`src/rtl/msi_msg_engine.sv`:
```
module msi_msg_engine #(
  parameter int NUM_REQ = 8,
  parameter logic [2:0] MMC = 3'd3,
  parameter bit ADDR64 = 1'b1,
  localparam int IW = (NUM_REQ > 1) ? $clog2(NUM_REQ) : 1
) (
  input  logic               clk,
  input  logic               rst_n,
  input  logic               cfg_wr,
  input  logic [1:0]         cfg_sel,
  input  logic [31:0]        cfg_wdata,
  output logic [31:0]        cfg_rdata,
  input  logic [NUM_REQ-1:0] irq_req,
  output logic               mw_valid,
  output logic [63:0]        mw_addr,
  output logic [31:0]        mw_data,
  input  logic               mw_done
);
  logic               en;
  logic [2:0]         mme;
  logic [31:2]        addr_lo;
  logic [31:0]        addr_hi;
  logic [15:0]        data_r;
  logic [NUM_REQ-1:0] pend;
  logic [IW-1:0]      gidx;
  logic               issue;
  logic [2:0]         ecode;
  logic [7:0]         vmask, idx8;

  always_comb begin
    gidx = '0;
    for (int i = NUM_REQ - 1; i >= 0; i--)
      if (pend[i]) gidx = IW'(i);
  end

  assign issue = en && !mw_valid && (|pend);
  assign ecode = (mme > MMC) ? MMC : mme;
  assign vmask = (8'd1 << ecode) - 8'd1;
  assign idx8  = 8'(gidx);

  always_ff @(posedge clk) begin
    if (!rst_n) begin
      en      <= 1'b0;
      mme     <= 3'd0;
      addr_lo <= '0;
      data_r  <= '0;
    end else if (cfg_wr) begin
      case (cfg_sel)
        2'd0: begin en <= cfg_wdata[0]; mme <= cfg_wdata[6:4]; end
        2'd1: addr_lo <= cfg_wdata[31:2];
        2'd3: data_r <= cfg_wdata[15:0];
        default: ;
      endcase
    end
  end

  generate
    if (ADDR64) begin : g_hi
      always_ff @(posedge clk) begin
        if (!rst_n) addr_hi <= '0;
        else if (cfg_wr && cfg_sel == 2'd2) addr_hi <= cfg_wdata;
      end
    end else begin : g_nohi
      assign addr_hi = '0;
    end
  endgenerate

  always_ff @(posedge clk) begin
    if (!rst_n) begin
      pend     <= '0;
      mw_valid <= 1'b0;
      mw_addr  <= '0;
      mw_data  <= '0;
    end else begin
      pend <= (pend & ~(issue ? (NUM_REQ'(1) << gidx) : '0)) | irq_req;
      if (issue) begin
        mw_valid <= 1'b1;
        mw_addr  <= {addr_hi, addr_lo, 2'b00};
        mw_data  <= {16'h0, data_r[15:8], (data_r[7:0] & ~vmask) | (idx8 & vmask)};
      end else if (mw_done) begin
        mw_valid <= 1'b0;
      end
    end
  end

  always_comb begin
    case (cfg_sel)
      2'd0:    cfg_rdata = {24'h0, 1'(ADDR64), mme, MMC, en};
      2'd1:    cfg_rdata = {addr_lo, 2'b00};
      2'd2:    cfg_rdata = addr_hi;
      default: cfg_rdata = {16'h0, data_r};
    endcase
  end
endmodule

```
`config.mk`:
```
export PLATFORM = sky130hd
export DESIGN_NAME = msi_msg_engine
export DESIGN_NICKNAME = d
export VERILOG_FILES = /design/src/rtl/msi_msg_engine.sv
export SDC_FILE = /design/constraint.sdc
export NUM_CORES = 1
export LEC_CHECK = 0
export ABC_CLOCK_PERIOD_IN_PS = 1900
export BUFFER_PORTS_ARGS = -buffer_cell sky130_fd_sc_hd__buf_2
export CAP_MARGIN = 20
export CELL_PAD_IN_SITES_DETAIL_PLACEMENT = 1
export CELL_PAD_IN_SITES_GLOBAL_PLACEMENT = 1
export CORE_MARGIN = 5
export CORE_UTILIZATION = 39
export CTS_CLUSTER_DIAMETER = 150
export CTS_CLUSTER_SIZE = 16
export DETAILED_ROUTE_END_ITERATION = 12
export PLACE_DENSITY = 0.83
export SKIP_CTS_REPAIR_TIMING = 1
export SLEW_MARGIN = 15
export SYNTH_ARGS = -nofsm -noshare
export SYNTH_HDL_FRONTEND = slang
export SYNTH_SLANG_ARGS = --single-unit
```
`constraint.sdc`:
```
create_clock -name clk -period 1.9 [get_ports clk]
set_input_delay 0.095 -clock clk [delete_from_list [all_inputs] [get_ports clk]]
set_output_delay 0.095 -clock clk [all_outputs]
set_load 0.02 [all_outputs]
```
# After elaboration in Yosys (flattened, before gate mapping)
# Index checks and enable logic that the tools add are counted.
[word_totals] mem_count=0 ram_bits=0 latchBits=0 elab_cells=46 out_inout_bits=129 reg_bits=169 rom_bits=0 in_bits=46
[op_classes] n_addsub=1 reduce_logical=10 n_mul=0 mux=13 n_eq_ne=3 n_bitwise=7 shifts=2 div_mod_pow=0 order_cmp=1
[op_table] cell="one-hot mux 32 bit (3 select lines)" count=1
[op_table] cell="2-to-1 mux 3 bit" count=9
[op_table] cell="bitwise AND 8 bit" count=2
[op_table] cell="NOT 8 bit" count=2
[op_table] cell="bitwise OR 8 bit" count=2
[op_table] cell="<< shifter 1 x 3 -> 8 bit, first input constant" count=2
[op_table] cell="bitwise AND 3 x 8 -> 8 bit" count=1
[op_table] cell="2-to-1 mux 8 bit" count=1
[op_table] cell="OR reduction 8 bit" count=1
[op_table] cell="subtractor 8 x 1 -> 8 bit, second input constant" count=1
[op_table] cell="AND reduction 2 bit" count=3
[op_table] cell="equality test 2 bit, second input constant" count=2
[op_table] cell="> comparator 3 x 2 -> 1 bit, second input constant" count=1
[op_table] cell="logical AND 1 bit" count=3
[op_table] cell="equality test 2 x 1 -> 1 bit, second input constant" count=1
[op_table] cell="zero test 2 bit" count=1
[op_table] cell="2-to-1 mux 1 bit" count=2
[op_table] cell="nonzero test 2 bit" count=1
[op_table] cell="zero test 1 bit" count=1

# Logic depth before layout (Yosys ltp)
[depth] depth_word=13 depth_mapped=8 depth_no_buf=4

# Worst setup path after synthesis
# Ideal clock, no wire load.
[synth_path] path_type="register to register" startpoint="reg mw_valid" endpoint="reg mw_data[0]" t_required_ns=1.778 synth_period_minus_slack_ns=1.502 setup_time_ns=0.122 setup_slack_ns=0.398 stages_incl_launch_ff=8 path_buffers=3 arrival_ns=1.380 path_cell_list="dfxtp_1 nand2b_1 clkbuf_1 a21oi_2 buf_2 buf_6 o21ai_0 a21oi_1"
[synth_via] elab_chain_cells=3
[synth_lines] item="from (decl)" line_no="14" rtl="output logic mw_valid,"
[synth_lines] item="from (signal assigned)" line_no="71" rtl="mw_valid <= 1'b0;"
[synth_lines] item="from (signal assigned)" line_no="77" rtl="mw_valid <= 1'b1;"
[synth_lines] item="from (signal assigned)" line_no="81" rtl="mw_valid <= 1'b0;"
[synth_lines] item="zero test 1 bit" line_no="36" rtl="assign issue = en && !mw_valid && (|pend);"
[synth_lines] item="logical AND 1 bit (2 in series)" line_no="36"
[synth_lines] item="to (signal assigned)" line_no="79" rtl="mw_data <= {16'h0, data_r[15:8], (data_r[7:0] & ~vmask) | (idx8 & vmask)};"
[synth_lines] item="to (decl)" line_no="16" rtl="output logic [31:0] mw_data,"
# Every way passes these cells.
# A chain may end at the register's enable or synchronous reset.

# Worst setup path in the final report
[layout_path] startpoint="reg mw_valid" endpoint="reg mw_addr[42]"
[layout_via] elab_chain_cells=3
[layout_lines] item="zero test 1 bit" line_no="36"
[layout_lines] item="logical AND 1 bit (2 in series)" line_no="36"
[layout_lines] item="to (signal assigned)" line_no="78" rtl="mw_addr <= {addr_hi, addr_lo, 2'b00};"
[layout_lines] item="to (decl)" line_no="15" rtl="output logic [63:0] mw_addr,"
# Every way passes these cells.

==> run_results.csv <==
group,metric,value,unit
critical_path,max_stage_delay,0.39,ns
floorplan,coreArea,17900,µm²
yosys,seq_area_frac_synth,48.0,%
critical_path,crit_path_max_fanout,61,
power,pwr_density_cell,884,nW/µm²
cells_and_area,area_growth,28.5,%
global_route,grtUsageMet2,35.7,%
hold_path,whs_endpoint,"mw_valid",
power,p_leak,3.66,nW
drt,wire_per_inst,17.8,µm
sta,finalCriticalPeriod,1.66,ns
drt,num_vias,6282,
critical_path,cp_slowest_cell,"nand2b_1",
yosys,synthCells,828,
global_route,track_usage,20.4,%
placement,hpwl,14.6,mm
cts,clk_path_buf_depth,2,
global_route,grt_pass1_wl,33.5,mm
sta,rsz0062_at_grt,"no",
cts,htree_num_levels,4,
cts,ctsRootBufferMaster,"clkbuf_16",
global_route,groute.layer.met1.usage,25.0,%
floorplan,die_area,20900,µm²
sta,setup_slack,0.242,ns
floorplan,row_count,49,
sta,period_share,87.3,%
drt,drt_iter0_drc,248,
sta,maxSlewHeadroom,61.5,%
critical_path,crit_type,"flop to flop",
cells_and_area,final_layout_size_suffix_gt1_share,22.7,%
cts,cts_tree,"done",
global_route,grt_max_degree,62,
yosys,ys_seq_elements,169,
sta,setup_viol,0,
cts,clkSinkCount,169,
yosys,post-synth-top-area-fraction,48.0,%
yosys,synth_edf_count,0,
critical_path,r2r_slack,0.24,ns
outcome,outcome,"complete, but fails checks",
critical_path,cp.required,2.24,ns
yosys,ys.flop_type,"dfxtp_1",
drt,ant_nets,0,
power,p_total,8.00,mW
job,cap_viol_max_count,0,
placement,gp_congestion,0.788,
power,ir_worst_vdd,0.000666,V
critical_path,reg2reg_from,"mw_valid",
sta,clock_skew,0.00843,ns
global_route,overflow,0,
yosys,ys_warn_count,0,
floorplan,die_x,144,µm
cts,cts.clk_slew.worst_paths,0.07,ns
sta,fmax,603,MHz
critical_path,r2r_cells,5,
critical_path,critPathArrivalTime,2.00,ns
cells_and_area,final_core_util,50.6,%
critical_path,critPathCaptureType,"flop",
yosys,yosys.area.top_type,"dfxtp_1",
placement,dpl_worst_slack,0.306,ns
yosys,synth_common_cells,"nand2_1 (311), dfxtp_1 (169), a21boi_0 (121), a21boi_1 (33), clkbuf_1 (29)",
cts,cts-buffers-inserted,17,
hold_path,whs_path_depth,3,
yosys,synth_area_leaders,"dfxtp_1 (48%), nand2_1 (17%), a21boi_0 (13%), a21boi_1 (3.5%), a22o_1 (3.2%)",
critical_path,worstPathCellList,"nand2b_1 > a21o_2 > buf_12 > nand2_1 > a21boi_0",
sta,tightest_slew,0.577,ns
yosys,synth.most_common_cell,"nand2_1",
global_route,busiest_layer,"met2",
cts,clock_latency,0.43,ns
floorplan,initial_core_util,39.4,%
drt,routed_wl,22.3,mm
placement,placed_area,8040,µm²
critical_path,critPathLaunchType,"flop",
cells_and_area,final_cell_area,9050,µm²
yosys,synth.distinct_cells,38,
drt,drt-vias-per-instance,5.03,
cells_and_area,antenna_cells,0,
hold_path,hold_path.class,"primary input to flop",
sta,timing.hold.ws,-0.0381,ns
sta,slew_violations,0,
drt,drt_pass1_iterations,4,
global_route,grt_antenna_before_repair,0,
global_route,met3_usage,4.83,%
cells_and_area,finalNetCount,1053,
hold_path,hold_path_startpoint,"mw_done",
floorplan,fp.dieH,144,µm
yosys,syn_avg_cell_area,8.51,µm²
floorplan,io_pins,175,
placement,port_buffers,156,
yosys,synth_area,7050,µm²
global_route,grt_pass1_vias,6310,
outcome,violations,"negative hold slack",
sta,fin_setup_tns,0,ns
yosys,async_flop_share,0,%
sta,hold_viol_final,1,
drt,remaining_drc_errors,0,
critical_path,regToRegEndpoint,"mw_addr[42]",
-- kinds of logic (layout without fill, tap and decap cells) --
| logic type | Yosys count | count (layout) | synth area share, % |
|---|---|---|---|
| multiplexers | 19 | 19 | 3.41 |
| AND/OR/NAND/NOR | 339 | 339 | 19.0 |
| buffers and inverters | 85 | 260 | 6.64 |
| flip-flops | 169 | 169 | 48.0 |
| AO/OA/AOI/OAI | 215 | 215 | 22.9 |
| other | 1 | 18 | 0.0532 |
-- layout by cell type (no fill, tap or decap), drive strengths merged, types with 9 or more instances in the layout --
cell / count
conb: 18
a21oi: 9
dlygate4sd3: 40
nand2: 311
clkbuf: 22
dfxtp: 169
buf: 182
a22o: 26
mux2: 10
a21boi: 154
-- stage by stage --
| stage | hold WS [ns] | cells |
|---|---|---|
| 2_1_floorplan | 0.219 | 845 |
| 3_3_place_gp | 0.303 | 1177 |
| 3_5_place_dp | 0.310 | 1177 |
| 4_1_cts | -0.139 | 1209 |
| 5_1_grt | -0.00718 | 1249 |
| 6_report | -0.0381 | 1249 |
-- metal layers --
layer	vias up	share of wire, %
li1	3060	-
met1	3047	42
met2	149	51
met3	26	5.2
met4	0	1.6
met5	-	0
-- report_power, final --
part           internal (mW)  total (mW)  switching, mW
Combinational          0.295       0.702          0.407
Sequential              3.62        3.70         0.0751
Clock                   2.17        3.60           1.43
Total                   6.09        8.00           1.91
-- worst max-delay path by stage --
stage / start / endpoint / slack [ns] / cells after the start
finish: mw_valid / mw_addr[42] / 0.24 / 5
global route: pend[0] / mw_addr[39] / 0.11 / 5
CTS: pend[0] / mw_data[7] / 0.27 / 5
detailed placement: cfg_sel[1] / addr_hi[12] / 0.31 / 6
global placement: cfg_sel[1] / addr_hi[12] / 0.37 / 6
floorplan: mw_valid / mw_data[0] / 0.40 / 7
-- critical path, delay by kind of cell (launching register included) --
kind,cells,cell delay (ns)
AO/OA/AOI/OAI,2,0.38
AND/OR/NAND/NOR,2,0.49
flip-flops,1,0.37
buffers and inverters,1,0.26
-- layout make-up --
type	instances	area (µm²)
fillers	2130	8850
flip-flops and latches	169	3380
multi-input cells	591	3280
repair buffers	222	1470
clock buffers	22	474
well taps	229	287
clock inverters	10	143
inverters	6	22.5
-- flip-flops by register name, indices dropped and copies added (netlist names) --
register and count:
addr_hi 32, en 1, pend 8, data_r 16, mme 3, addr_lo 30, mw_addr 62, mw_data 16
mw_valid 1
Note: power is estimated with default switching activity, not from simulation.
